[config.mk]
export PLATFORM = sky130hd
export DESIGN_NAME = cmsg_unit
export DESIGN_NICKNAME = d
export VERILOG_FILES = /design/src/rtl/cmsg_pkg.sv /design/src/rtl/cmsg_compress.sv /design/src/rtl/cmsg_rmem.sv /design/src/rtl/cmsg_expand.sv /design/src/rtl/cmsg_accum.sv /design/src/rtl/cmsg_unit.sv
export SDC_FILE = /design/constraint.sdc
export NUM_CORES = 1
export LEC_CHECK = 0
export BUFFER_PORTS_ARGS = -buffer_cell sky130_fd_sc_hd__buf_2
export CORE_UTILIZATION = 54
export CTS_CLUSTER_DIAMETER = 200
export DETAILED_ROUTE_END_ITERATION = 8
export PLACE_DENSITY = 0.73
export SYNTH_ARGS = -nofsm -noshare
export SYNTH_HDL_FRONTEND = slang
export SYNTH_SLANG_ARGS = --single-unit
[constraint.sdc]
create_clock -name clk -period 13.4 [get_ports clk]
set_input_delay 1.34 -clock clk [delete_from_list [all_inputs] [get_ports clk]]
set_output_delay 1.34 -clock clk [all_outputs]
set_load 0.03 [all_outputs]
[src/rtl/cmsg_pkg.sv]
// Shared constants and helpers for the compressed min-sum check message unit.
// Assumes 6-bit sign-magnitude messages: bit 5 sign, bits 4:0 magnitude.
package cmsg_pkg;
    localparam int MSG_W = 6;
    localparam int MAG_W = MSG_W - 1;

    // Subtract a fixed offset from a magnitude, floored at zero.
    function automatic logic [MAG_W-1:0] mag_offset(input logic [MAG_W-1:0] mag,
                                                    input int off);
        int m;
        m = int'(mag) - off;
        if (m < 0) m = 0;
        return MAG_W'(m);
    endfunction
endpackage

[src/rtl/cmsg_compress.sv]
// Reduces one row of K sign-magnitude messages to a record
// {signs[K-1:0], idx[IDX_W-1:0], min2[4:0], min1[4:0]}.
// Ties: the lower column keeps the min1 slot. Purely combinational.
module cmsg_compress
    import cmsg_pkg::*;
#(
    parameter int K     = 4,
    parameter int IDX_W = 2,
    parameter int REC_W = K + IDX_W + 2*MAG_W
) (
    input  logic [K*MSG_W-1:0] msgs_i,
    output logic [REC_W-1:0]   rec_o
);

    logic [MAG_W-1:0] m1, m2, mag;
    logic [IDX_W-1:0] ix;
    logic [K-1:0]     sg;

    // Scan the columns in ascending order, keeping the two smallest magnitudes.
    always_comb begin
        m1  = '1;
        m2  = '1;
        ix  = '0;
        sg  = '0;
        mag = '0;
        for (int j = 0; j < K; j++) begin
            mag   = msgs_i[j*MSG_W +: MAG_W];
            sg[j] = msgs_i[j*MSG_W + MAG_W];
            if (mag < m1) begin
                m2 = m1;
                m1 = mag;
                ix = IDX_W'(j);
            end else if (mag < m2) begin
                m2 = mag;
            end
        end
        rec_o = {sg, ix, m2, m1};
    end

endmodule

[src/rtl/cmsg_rmem.sv]
// Row record store: one word per parity row, synchronous write and registered read.
// Assumes no read of a row in the same cycle as its write.
module cmsg_rmem #(
    parameter int DEPTH = 8,
    parameter int AW    = 3,
    parameter int W     = 16
) (
    input  logic          clk,
    input  logic          rst_n,
    input  logic          we_i,
    input  logic [AW-1:0] waddr_i,
    input  logic [W-1:0]  wdata_i,
    input  logic          re_i,
    input  logic [AW-1:0] raddr_i,
    output logic [W-1:0]  rdata_o
);

    logic [W-1:0] mem [DEPTH];

    // Write port: storage array is not reset.
    always_ff @(posedge clk) begin
        if (we_i) mem[waddr_i] <= wdata_i;
    end

    // Read port: registered output.
    always_ff @(posedge clk) begin
        if (!rst_n)    rdata_o <= '0;
        else if (re_i) rdata_o <= mem[raddr_i];
    end

endmodule

[src/rtl/cmsg_expand.sv]
// Rebuilds the K check-to-variable messages of one row from its record
// using offset min-sum. A zero magnitude always carries a positive sign.
module cmsg_expand
    import cmsg_pkg::*;
#(
    parameter int K      = 4,
    parameter int IDX_W  = 2,
    parameter int REC_W  = K + IDX_W + 2*MAG_W,
    parameter int OFFSET = 1
) (
    input  logic [REC_W-1:0]   rec_i,
    output logic [K*MSG_W-1:0] msgs_o
);

    logic [MAG_W-1:0] m1, m2;
    logic [IDX_W-1:0] ix;
    logic [K-1:0]     sg;
    logic             par;

    assign m1  = rec_i[MAG_W-1:0];
    assign m2  = rec_i[2*MAG_W-1:MAG_W];
    assign ix  = rec_i[2*MAG_W +: IDX_W];
    assign sg  = rec_i[2*MAG_W+IDX_W +: K];
    assign par = ^sg;

    for (genvar g = 0; g < K; g++) begin : g_col
        logic [MAG_W-1:0] raw, mag;
        // Pick the magnitude this column sees, then apply the offset.
        assign raw = (ix == IDX_W'(g)) ? m2 : m1;
        assign mag = mag_offset(raw, OFFSET);
        assign msgs_o[g*MSG_W +: MSG_W] = {(mag != '0) & (par ^ sg[g]), mag};
    end

endmodule

[src/rtl/cmsg_accum.sv]
// K signed saturating column accumulators fed with sign-magnitude messages.
// Clear has priority over add.
module cmsg_accum
    import cmsg_pkg::*;
#(
    parameter int K     = 4,
    parameter int ACC_W = 8
) (
    input  logic               clk,
    input  logic               rst_n,
    input  logic               clr_i,
    input  logic               add_i,
    input  logic [K*MSG_W-1:0] msgs_i,
    output logic [K*ACC_W-1:0] sums_o
);

    localparam logic signed [ACC_W:0] SUM_MAX = {2'b00, {(ACC_W-1){1'b1}}};
    localparam logic signed [ACC_W:0] SUM_MIN = ~SUM_MAX;

    for (genvar g = 0; g < K; g++) begin : g_acc
        logic signed [ACC_W-1:0] acc, acc_n;
        logic signed [ACC_W:0]   mg, term, nxt;

        // Convert the message to two's complement and form the clamped sum.
        always_comb begin
            mg   = $signed({{(ACC_W+1-MAG_W){1'b0}}, msgs_i[g*MSG_W +: MAG_W]});
            term = msgs_i[g*MSG_W + MAG_W] ? -mg : mg;
            nxt  = $signed({acc[ACC_W-1], acc}) + term;
            if (nxt > SUM_MAX)      acc_n = SUM_MAX[ACC_W-1:0];
            else if (nxt < SUM_MIN) acc_n = SUM_MIN[ACC_W-1:0];
            else                    acc_n = nxt[ACC_W-1:0];
        end

        // Accumulator register with clear.
        always_ff @(posedge clk) begin
            if (!rst_n)     acc <= '0;
            else if (clr_i) acc <= '0;
            else if (add_i) acc <= acc_n;
        end

        assign sums_o[g*ACC_W +: ACC_W] = acc;
    end

endmodule

[src/rtl/cmsg_unit.sv]
// Compressed min-sum check message unit (top).
// Check phase: row -> compress -> stage register -> record store (2 cycles).
// Variable phase: row -> store read -> expand -> message register and sums (2 cycles).
// Assumes start_i is pulsed only while the pipeline is empty.
module cmsg_unit
    import cmsg_pkg::*;
#(
    parameter  int K        = 4,
    parameter  int ROWS     = 8,
    parameter  int MAX_COLW = 4,
    parameter  int OFFSET   = 1,
    localparam int ROW_W    = (ROWS > 1) ? $clog2(ROWS) : 1,
    localparam int IDX_W    = (K > 1) ? $clog2(K) : 1,
    localparam int ACC_W    = MSG_W + ((MAX_COLW > 1) ? $clog2(MAX_COLW) : 1),
    localparam int REC_W    = K + IDX_W + 2*MAG_W
) (
    input  logic               clk,
    input  logic               rst_n,
    input  logic               phase_i,
    input  logic               start_i,
    input  logic               in_valid,
    output logic               in_ready,
    input  logic [ROW_W-1:0]   in_row,
    input  logic               in_last,
    input  logic [K*MSG_W-1:0] in_msgs,
    output logic               msg_valid,
    output logic [K*MSG_W-1:0] msg_out,
    output logic               out_valid,
    input  logic               out_ready,
    output logic [K*ACC_W-1:0] out_sums
);

    logic             fire, chk_fire, var_fire;
    logic [REC_W-1:0] rec_c, wr_rec_q, rd_rec;
    logic [ROW_W-1:0] wr_row_q;
    logic             wr_en_q, rd_v_q, last_q, out_valid_q;
    logic [K*MSG_W-1:0] msg_c;

    assign fire     = in_valid & in_ready;
    assign chk_fire = fire & ~phase_i;
    assign var_fire = fire & phase_i;
    assign in_ready = ~out_valid_q & ~last_q;

    cmsg_compress #(.K(K), .IDX_W(IDX_W), .REC_W(REC_W)) u_comp (
        .msgs_i(in_msgs),
        .rec_o (rec_c)
    );

    // Check-phase stage register ahead of the store write.
    always_ff @(posedge clk) begin
        if (!rst_n) begin
            wr_en_q  <= 1'b0;
            wr_row_q <= '0;
            wr_rec_q <= '0;
        end else begin
            wr_en_q <= chk_fire;
            if (chk_fire) begin
                wr_row_q <= in_row;
                wr_rec_q <= rec_c;
            end
        end
    end

    cmsg_rmem #(.DEPTH(ROWS), .AW(ROW_W), .W(REC_W)) u_rmem (
        .clk    (clk),
        .rst_n  (rst_n),
        .we_i   (wr_en_q),
        .waddr_i(wr_row_q),
        .wdata_i(wr_rec_q),
        .re_i   (var_fire),
        .raddr_i(in_row),
        .rdata_o(rd_rec)
    );

    // Variable-phase control: record-read valid and last-row marker.
    always_ff @(posedge clk) begin
        if (!rst_n) begin
            rd_v_q <= 1'b0;
            last_q <= 1'b0;
        end else begin
            rd_v_q <= var_fire;
            last_q <= var_fire & in_last;
        end
    end

    cmsg_expand #(.K(K), .IDX_W(IDX_W), .REC_W(REC_W), .OFFSET(OFFSET)) u_exp (
        .rec_i (rd_rec),
        .msgs_o(msg_c)
    );

    // Output register for the rebuilt messages.
    always_ff @(posedge clk) begin
        if (!rst_n) begin
            msg_valid <= 1'b0;
            msg_out   <= '0;
        end else begin
            msg_valid <= rd_v_q;
            if (rd_v_q) msg_out <= msg_c;
        end
    end

    cmsg_accum #(.K(K), .ACC_W(ACC_W)) u_acc (
        .clk   (clk),
        .rst_n (rst_n),
        .clr_i (start_i),
        .add_i (rd_v_q),
        .msgs_i(msg_c),
        .sums_o(out_sums)
    );

    // Column-sum handshake: raised by the last row, dropped when taken.
    always_ff @(posedge clk) begin
        if (!rst_n)         out_valid_q <= 1'b0;
        else if (last_q)    out_valid_q <= 1'b1;
        else if (out_ready) out_valid_q <= 1'b0;
    end

    assign out_valid = out_valid_q;

endmodule

==> impl_metrics.py <==
metrics = {
    "sta": {
        "fin_skew_ps": 27.1,
        "min_period_over_period": 0.468,
        "fmax_mhz": 160,
        "post-route-min-period_ps": 6270,
        "final-max-slew-violation-count": 0,
        "tns_ps": 0,
        "setup_viol": 0,
        "relSlewSlack": 0.267,
        "rsz0062_at_grt": "false",
        "hold_violations": 0,
        "whs_ps": 467,
        "worst_slew_pin_slew_ps": 1100,
    },
    "setup_path": {
        "r2r_slack_ps": 7950,
        "cp-end-kind": "flop",
        "crit_type": "input pin to flop",
        "ff2ff_path_depth": 19,
        "arrival_ps": 6680,
        "cp-start-kind": "input pin",
        "r2r-end": "u_acc.g_acc[1].acc[0]$_SDFFE_PP0P_",
        "path_max_fanout": 18,
        "r2r_start": "u_rmem.rdata_o[11]$_SDFFE_PN0P_",
        "worstPathRequired_ps": 13820,
    },
    "cts": {
        "htree_levels": 1,
        "cts_resized": 0,
        "clock_latency_ps": 530,
        "cts_setup_buffers": 0,
        "cts_root_buffer": "clkbuf_16",
        "cts_sinks": 224,
        "cts_tree": "yes",
        "cts_hold_buf": 0,
        "clockBufferDepth": 3,
        "clk_pin_slew_ps": 60,
        "cts_buffers": 24,
    },
    "floorplan": {
        "core_um2": 21800,
        "die_x_um": 151,
        "row_count": 54,
        "die_height_um": 151,
        "die_area_um2": 22700,
        "start_util": 0.549,
        "io_pins": 93,
    },
    "routing": {
        "drt-total-wl_um": 25500,
        "drt_iter0_markers": 477,
        "drc_errors": 0,
        "via_count": 8238,
        "wl_per_cell_um": 17.9,
        "viasPerCell": 5.79,
        "first_pass_iters": 6,
        "drtAntennaViolNets": 0,
    },
    "cells_and_area": {
        "final_util": 0.620,
        "antennaDiodeCount": 0,
        "nFillCells": 1743,
        "fin_area_um2": 13500,
        "fin_nets": 1226,
        "drive_above_1_share": 0.195,
        "synthToLayoutAreaGrowth_pct": 12.9,
    },
    "synthesis": {
        "synth_edf_count": 128,
        "synth_top_area_frac": 0.322,
        "synth_simple_gate_area_frac": 0.0995,
        "yosysWarnings": 0,
        "synth_top_family_by_area": "multiplexers",
        "syn-num-nets": 1146,
        "ys_async_sr_fraction": 0,
        "syn-cell-area_um2": 11900,
        "synth_seq_area_share": 0.483,
        "ys_types": 71,
        "muxShareOfSynthArea": 0.131,
        "synth_fa_ha_area_frac": 0.0914,
        "synthTopCellsByCount": "edfxtp_1 (128), nor2_1 (112), dfxtp_1 (96), o21ai_0 (71), mux2i_1 (68)",
        "avgSynthCellArea_um2": 11.4,
        "synth_xor_area_frac": 0.0392,
        "yosys.cell_count.top_type": "edfxtp_1",
        "synth_flop_cell": "edfxtp_1",
        "synth-compound-area-share": 0.125,
        "synthCells": 1044,
        "synth_area_leaders": "edfxtp_1 (32%), dfxtp_1 (16%), mux4_2 (6.8%)",
        "synth_seq_cells": 224,
        "yosysTopAreaCell": "edfxtp_1",
    },
    "global_route": {
        "grt_pass1_wl_um": 40500,
        "grt_max_degree": 86,
        "grt_pass1_vias": 7791,
        "overflow": 0,
        "track_usage": 0.231,
        "grt_antenna_before_repair": 0,
    },
    "power": {
        "power.density_nw_per_um2": 145,
        "power_frac_comb": 0.238,
        "clockPowerShare": 0.369,
        "p_int_uw": 1390,
        "power_leakage_uw": 0.00551,
        "p_sw_frac": 0.290,
        "p_sw_uw": 568,
        "peakVddDrop_mv": 0.0895,
        "seqPwrFrac": 0.394,
    },
    "place": {
        "gp_congestion": 0.875,
        "portBuffers": 92,
        "placed_cell_area_um2": 12600,
        "hpwl_um": 17400,
    },
    "hold_path": {
        "hold_depth": 2,
        "hold_path_end": "wr_row_q[1]$_SDFFE_PN0P_",
        "hp-start": "wr_row_q[1]$_SDFFE_PN0P_",
        "hold_path.class": "flop to flop",
    },
    "run": {
        "drv_cap": 0,
    },
    "run_status": {
        "status": "complete, no violations",
    },
}
==> power by group through the flow <==
stage	sequential, uW	clock (uW)	combinational, uW
global route	773	756	523
floorplan	787	0	369
detailed placement	785	0	462
global placement	784	0	454
finish	771	723	465
CTS	771	732	466
==> routing by layer <==
layer	vias to the layer above	global-route usage	share of wire
met1	3923	0.308	0.45
li1	4041	-	-
met2	219	0.393	0.47
met3	55	0.0324	0.049
met4	0	0.0625	0.025
met5	-	0	0
==> how the worst max path moves through the flow <==
stage | from | endpoint | cells past startpoint
floorplan | in_msgs[2] | wr_rec_q[6]$_SDFFE_PN0P_ | 24
global placement | in_msgs[2] | wr_rec_q[6]$_SDFFE_PN0P_ | 20
detailed placement | in_msgs[2] | wr_rec_q[7]$_SDFFE_PN0P_ | 20
CTS | in_msgs[2] | wr_rec_q[7]$_SDFFE_PN0P_ | 20
global route | in_msgs[2] | wr_rec_q[7]$_SDFFE_PN0P_ | 20
finish | in_msgs[2] | wr_rec_q[7]$_SDFFE_PN0P_ | 20
==> registers in the layout, summed over array words and instances, names as in the netlist, 3 cells and up <==
signal,flops
msg_out,24
u_rmem.mem,128
u_rmem.rdata_o,16
u_acc.g_acc.acc,32
wr_rec_q,16
wr_row_q,3
==> critical path, stage by stage <==
cell       delay [ps]
buf_2             100
inv_1              40
ha_1              310
a211o_1           310
a21oi_2           200
o21ai_2           200
mux2_2            360
inv_1              70
ha_1              220
a211o_2           320
a21o_1            200
a2111oi_0         360
nand2b_1          730
mux2i_1           240
ha_1              370
o2111a_1          190
nor2_1             70
a21oi_2           490
nand2_1           240
o31ai_1           310
==> cell usage in the layout (no fill, tap or decap), drive strengths merged, types with 8 or more instances in the layout <==
master  netlist  final
a211oi       25     25
a21o          8      8
a21oi        62     62
a31oi        12     12
buf          11     99
clkbuf       34     31
dfxtp        96     96
edfxtp      128    128
ha           64     64
inv          41     42
maj3         21     21
mux2i        68     68
mux4         36     36
nand2        55     55
nand2b       21     21
nand3         8      8
nor2        113    113
nor2b        13     13
nor3          8      8
o21ai        72     72
o31a          8      8
xnor2        24     24
xor2         26     26
==> through the flow <==
step	worst slack, ps	power (uW)	instances
global placement	6890	1240	1378
floorplan	7760	1160	1044
CTS	7220	1970	1422
global route	6700	2050	1422
detailed placement	6720	1250	1378
finish	7130	1960	1422
==> layout make-up <==
type	instances	area, um2	share of cell area
clock buffers	31	658	0.0488
clock inverters	13	204	0.0151
inverters	41	154	0.0114
multi-input cells	734	5840	0.433
flip-flops and latches	224	5770	0.428
well taps	280	350	0.0260
repair buffers	99	513	0.0381
==> cells by family (layout without fill, tap and decap cells) <==
| kind of cell | count (synthesis) | in the layout |
|---|---|---|
| AOI/OAI and AO/OA | 234 | 234 |
| xor gates and xnor gates | 50 | 50 |
| adders and majority gates | 89 | 89 |
| buffers and inverters | 86 | 184 |
| DFF | 224 | 224 |
| muxes | 110 | 110 |
| and+or+nand+nor | 251 | 251 |
Power figures use the tool's default switching activity.
